[config.mk]
export PLATFORM = sky130hd
export DESIGN_NAME = xfer_ack_gen
export DESIGN_NICKNAME = d
export VERILOG_FILES = /design/src/rtl/xfer_ack_pkg.sv /design/src/rtl/xfer_ack_sample.sv /design/src/rtl/xfer_ack_guard.sv /design/src/rtl/xfer_ack_decide.sv /design/src/rtl/xfer_ack_gen.sv
export SDC_FILE = /design/constraint.sdc
export NUM_CORES = 1
export LEC_CHECK = 0
export ABC_AREA = 1
export BUFFER_PORTS_ARGS = -buffer_cell sky130_fd_sc_hd__buf_2
export CORE_AREA = 2 2 39 41
export CTS_CLUSTER_SIZE = 28
export DETAILED_ROUTE_END_ITERATION = 10
export DIE_AREA = 0 0 41 43
export GPL_TIMING_DRIVEN = 0
export SLEW_MARGIN = 30
export SYNTH_ARGS = -nofsm -noshare
export SYNTH_HDL_FRONTEND = slang
export SYNTH_HIERARCHICAL = 1
export SYNTH_SLANG_ARGS = --single-unit
[constraint.sdc]
create_clock -name clk -period 1.9 [get_ports clk]
set_input_delay 0.38 -clock clk [delete_from_list [all_inputs] [get_ports clk]]
set_output_delay 0.38 -clock clk [all_outputs]
set_load 0.01 [all_outputs]
[src/rtl/xfer_ack_pkg.sv]
// Package: shared types for the transfer acknowledge generator.
// Assumes: nothing beyond IEEE 1800-2017.
package xfer_ack_pkg;

    // Which rule decided the acknowledge this cycle, in priority order.
    typedef enum logic [2:0] {
        SRC_OFF      = 3'd0,  // output not driven
        SRC_INVALID  = 3'd1,  // clear or pending write holds it negated
        SRC_WT_BLOCK = 3'd2,  // write to a write-through line
        SRC_HIT      = 3'd3,  // qualified hit with hit-enable
        SRC_EXT      = 3'd4   // registered external acknowledge
    } ack_src_e;

    localparam logic ACK_ASSERTED = 1'b0;
    localparam logic ACK_NEGATED  = 1'b1;

endpackage

[src/rtl/xfer_ack_sample.sv]
// Module: registers the external acknowledge input on the rising clock.
// Assumes: input meets setup/hold to clk; synchronous active-low reset.
module xfer_ack_sample #(
    parameter logic RESET_VAL = 1'b1
) (
    input  logic clk,
    input  logic rst_n,
    input  logic ext_ack_n_i,
    output logic ext_ack_n_q
);

    // Capture the external acknowledge every rising edge.
    always_ff @(posedge clk) begin
        if (!rst_n) ext_ack_n_q <= RESET_VAL;
        else        ext_ack_n_q <= ext_ack_n_i;
    end

    // the edge after a reset edge shows the negated value.
    a_r10_reset_negated: assert property (@(posedge clk)
        !rst_n |=> (ext_ack_n_q == RESET_VAL));

endmodule

[src/rtl/xfer_ack_guard.sv]
// Module: tracks the conditions that make the acknowledge invalid, namely
// a low clear input, and the span from a clocked write to the next clocked read.
// Assumes: write strobes are sampled only while selected.
module xfer_ack_guard (
    input  logic clk,
    input  logic rst_n,
    input  logic selected_i,
    input  logic clear_n_i,
    input  logic tag_wr_i,
    input  logic stat_wr_i,
    output logic invalid_o
);

    logic wr_seen;
    logic wr_pending_q;

    // Any write strobe counts as a clocked write.
    always_comb wr_seen = tag_wr_i | stat_wr_i;

    // Set on a selected write edge, clear on a selected read edge.
    always_ff @(posedge clk) begin
        if (!rst_n)          wr_pending_q <= 1'b0;
        else if (selected_i) wr_pending_q <= wr_seen;
    end

    // Invalid while cleared or while a write awaits a read.
    always_comb invalid_o = !clear_n_i || wr_pending_q;

    // a selected write edge makes the next cycle invalid.
    a_r9_write_invalidates: assert property (@(posedge clk) disable iff (!rst_n)
        (selected_i && wr_seen) |=> invalid_o);

    // a selected read edge with clear high releases it.
    a_r9_read_releases: assert property (@(posedge clk) disable iff (!rst_n)
        (selected_i && !wr_seen) |=> (invalid_o == !clear_n_i));

endmodule

[src/rtl/xfer_ack_decide.sv]
// Module: priority decision for the acknowledge value.
// Order: off, invalid, write-through block, qualified hit, external.
// Assumes: ext_ack_n_q is already registered; purely combinational.
module xfer_ack_decide
    import xfer_ack_pkg::*;
(
    input  logic     drive_en_i,
    input  logic     invalid_i,
    input  logic     hit_i,
    input  logic     vld_i,
    input  logic     wt_i,
    input  logic     generic_mode_i,
    input  logic     wr_type_i,
    input  logic     hit_en_i,
    input  logic     ext_ack_n_q,
    output ack_src_e src_o,
    output logic     ack_n_o
);

    logic hit_ok;
    logic wt_block;

    // Valid bit only qualifies the hit in dedicated mode.
    always_comb hit_ok = hit_i && (generic_mode_i || vld_i);

    // Writes to write-through lines are not acknowledged in dedicated mode.
    always_comb wt_block = !generic_mode_i && wt_i && wr_type_i;

    // Pick the deciding rule by priority.
    always_comb begin
        if (!drive_en_i)            src_o = SRC_OFF;
        else if (invalid_i)         src_o = SRC_INVALID;
        else if (wt_block)          src_o = SRC_WT_BLOCK;
        else if (hit_en_i && hit_ok) src_o = SRC_HIT;
        else                        src_o = SRC_EXT;
    end

    // Map the rule to the active-low value.
    always_comb begin
        unique case (src_o)
            SRC_HIT: ack_n_o = ACK_ASSERTED;
            SRC_EXT: ack_n_o = ext_ack_n_q;
            default: ack_n_o = ACK_NEGATED;
        endcase
    end

endmodule

[src/rtl/xfer_ack_gen.sv]
// Module: top of the transfer acknowledge generator. It joins the external
// sample register, the invalid guard and the priority decision, and it
// produces a value/enable pair for the three-state acknowledge pad.
// Assumes: tag compare and stored bits arrive as inputs for the current address.
module xfer_ack_gen
    import xfer_ack_pkg::*;
#(
    parameter logic EXT_RESET_VAL = ACK_NEGATED
) (
    input  logic clk,
    input  logic rst_n,
    input  logic sel1_n_i,
    input  logic sel2_i,
    input  logic clear_n_i,
    input  logic tag_wr_i,
    input  logic stat_wr_i,
    input  logic hit_i,
    input  logic vld_i,
    input  logic wt_i,
    input  logic generic_mode_i,
    input  logic wr_type_i,
    input  logic hit_en_i,
    input  logic ext_ack_n_i,
    input  logic ack_oe_n_i,
    output logic ack_n_o,
    output logic ack_en_o
);

    logic     selected;
    logic     ext_q;
    logic     invalid;
    ack_src_e src;

    // Both selects must be active for the block to be selected.
    always_comb selected = !sel1_n_i && sel2_i;

    // Pad drive enable needs the select and the output enable.
    always_comb ack_en_o = selected && !ack_oe_n_i;

    xfer_ack_sample #(.RESET_VAL(EXT_RESET_VAL)) u_sample (
        .clk         (clk),
        .rst_n       (rst_n),
        .ext_ack_n_i (ext_ack_n_i),
        .ext_ack_n_q (ext_q)
    );

    xfer_ack_guard u_guard (
        .clk        (clk),
        .rst_n      (rst_n),
        .selected_i (selected),
        .clear_n_i  (clear_n_i),
        .tag_wr_i   (tag_wr_i),
        .stat_wr_i  (stat_wr_i),
        .invalid_o  (invalid)
    );

    xfer_ack_decide u_decide (
        .drive_en_i     (ack_en_o),
        .invalid_i      (invalid),
        .hit_i          (hit_i),
        .vld_i          (vld_i),
        .wt_i           (wt_i),
        .generic_mode_i (generic_mode_i),
        .wr_type_i      (wr_type_i),
        .hit_en_i       (hit_en_i),
        .ext_ack_n_q    (ext_q),
        .src_o          (src),
        .ack_n_o        (ack_n_o)
    );

    // an undriven output carries the negated value.
    a_r1_off_negated: assert property (@(posedge clk) disable iff (!rst_n)
        !ack_en_o |-> ack_n_o);

    // clear low never lets the acknowledge assert.
    a_r8_clear_blocks: assert property (@(posedge clk) disable iff (!rst_n)
        !clear_n_i |-> ack_n_o);

    // write to a write-through line in dedicated mode stays negated.
    a_r7_wt_write_blocked: assert property (@(posedge clk) disable iff (!rst_n)
        (!generic_mode_i && wt_i && wr_type_i) |-> ack_n_o);

    // an invalid line in dedicated mode only acknowledges via the external path.
    a_r6_invalid_no_hit: assert property (@(posedge clk) disable iff (!rst_n)
        (!generic_mode_i && !vld_i && !ack_n_o) |-> !ext_q);

    // on the external path the output follows the input one edge later.
    a_r3_ext_one_edge: assert property (@(posedge clk) disable iff (!rst_n)
        ($past(rst_n) && src == SRC_EXT) |-> (ack_n_o == $past(ext_ack_n_i)));

endmodule

==> impl_results.md <==
- NetSw: 0.0364 mW
- Setup TNS: 0 ns
- PortBufs: 16
- Sw Ratio: a little over a fifth
- Final core occ: 19.6%
- CTS Buf Count: 3
- Final setup violation count: 0
- R2R depth: 2
- Layout area overhead: 82.4%
- Final hold slack: between 0.3 and 0.4 ns
- Post-CTS Setup Repair Bufs: 0
- GRT Util Overall: under 10%
- Remaining global-route overflow: 0
- Post-synthesis net count: 42
- Type of the most critical hold path: in2reg
- Critical Path Fanout Max: 2
- Vias: between 150 and 200
- Cell count after synthesis: 27
- Final worst path period need: between 1 and 1.5 ns
- Placed Area: 249 µm²
- Post-CTS resize count: 0
- Max Slew Vio Count: 0
- Layout cell share with drive strength beyond 1: 50.0%
- Reg power frac: 27.4%
- DP HPWL: 316 µm
- Drt via density: 3.21
- Final hold viol count: 0
- CTS Sinks: 2
- Tcrit/Tclk final: 72.6%
- Ys Warns: 6
- # hold bufs at CTS: 0
- Critical Path End Type: output port
- Chip height: 43 µm
- Critical path required time: 1.52 ns
- Max transition margin: between 90% and 100%
- Row count: 14
- Clock root buffer: clkbuf_4
- LEAKAGE: 0.174 nW
- Antenna violations before repair: 0
- Clock H-tree levels: 1
- Final WS setup: 0.521 ns
- Hold Crit Endpoint: u_sample/ext_ack_n_q
- Initial DRT Pass Iterations: 2
- Peak VDD IR: 0.000174 V
- Max Fclk: 725 MHz
- Worst r2r src: u_guard/wr_pending_q
- Worst skew pair latency: 0.22 ns
- Arr. time, crit path: 1.00 ns
- Outcome: finished, final reports clean
- Iteration-0 DRC Markers: 3
- Slew @ Worst Pin: 0.121 ns
- RSZ-0062 raised after global routing: false
- Pin count of the biggest net entering global routing: 3
- Post-synthesis average cell area: 5.51 µm²
- Final ANT Viol Nets: 0
- Dpl ws: 0.515 ns
- Die width: 41 µm
- Kind of critical path: in2out
- FF-to-FF End: u_guard/wr_pending_q
- FF-to-FF setup slack: 1.32 ns
- Die Footprint: roughly 1800 µm²
- # diodes: 0
- Clock tree buffer depth: 2
- Final Power: between 0.15 and 0.2 mW
- Drt total wl: 375 µm
- Layout Cells excl Fill: 62
- Global-route wire length before repair: 627 µm
- Combinational power share: roughly 18%
- Crit path launch type: input pin
- PD cells: ~620 nW/µm²
- Gp weighted congestion: 0.633
- Max-cap violations: 0
- Final net count: 63
- Cell area after synthesis: 149 µm²
- I/O Pins: 17
- TritonCTS clock tree: done
- Clk slew on worst S/H paths: 0.03 ns
- Post-Route Skew: 0 ns
- WL/cell: 6.05 µm
- HP Start: ext_ack_n_i
- Starting Density: between 10% and 20%
- DRC: 0
- Final Cell Area: roughly 270 µm²
- Internal: 0.131 mW
- Total core area: around 1400 µm²
- Vias in the first global route: a little over 200
- Min-Delay Path Depth: 3
- Placed Cells: 59
- Clock power share: 54.8%
==> state kept, by name (all words and copies together), names as in the netlist <==
signal                cells
u_guard/wr_pending_q      1
u_sample/ext_ack_n_q      1
==> worst max-delay path, stage by stage <==
cell and delay (ns):
buf_2 0.10, inv_1 0.05, nand2_2 0.05, nor2_2 0.09, nand2_1 0.06, nor2_1 0.09, nand2_1 0.05, buf_2 0.13
==> cell type report <==
class,count,area (µm²)
clock buffers,3,22.5
repair buffers,16,80.1
flip-flops and latches,2,40.0
well taps,16,20.0
fillers,171,1110
multi-input cells,16,75.1
inverters,9,33.8
==> how the worst max path moves through the flow <==
stage	start	end	cells after the start
after floorplan	sel1_n_i	ack_n_o	6
after global placement	sel1_n_i	ack_n_o	8
after detailed placement	sel1_n_i	ack_n_o	8
after CTS	sel1_n_i	ack_n_o	8
after global routing	sel1_n_i	ack_n_o	8
final	sel1_n_i	ack_n_o	8
==> metal layers <==
metal	vias up	part of all wire, %	track usage [%]
met5	-	0	0
met4	0	2.1	6.00
met3	2	16	5.24
met2	9	45	8.75
met1	75	36	3.50
li1	113	-	-
==> placed cells by master, fill, tap and decap left out <==
master     n
clkbuf_4   3
nor2_1     4
nor2_2     2
nand2_2    1
o21ai_1    1
buf_2     16
inv_1      9
nand3_2    1
dfxtp_1    2
nand2_1    7
==> power groups by stage <==
| stage | clock network (mW) | logic [mW] | registers, mW |
|---|---|---|---|
| floorplan | 0 | 0.0132 | 0.0462 |
| global placement | 0 | 0.0298 | 0.0465 |
| detailed placement | 0 | 0.0304 | 0.0465 |
| CTS | 0.0970 | 0.0305 | 0.0460 |
| global route | 0.100 | 0.0355 | 0.0464 |
| finish | 0.0919 | 0.0298 | 0.0459 |
(Power assumes the default switching activity.)
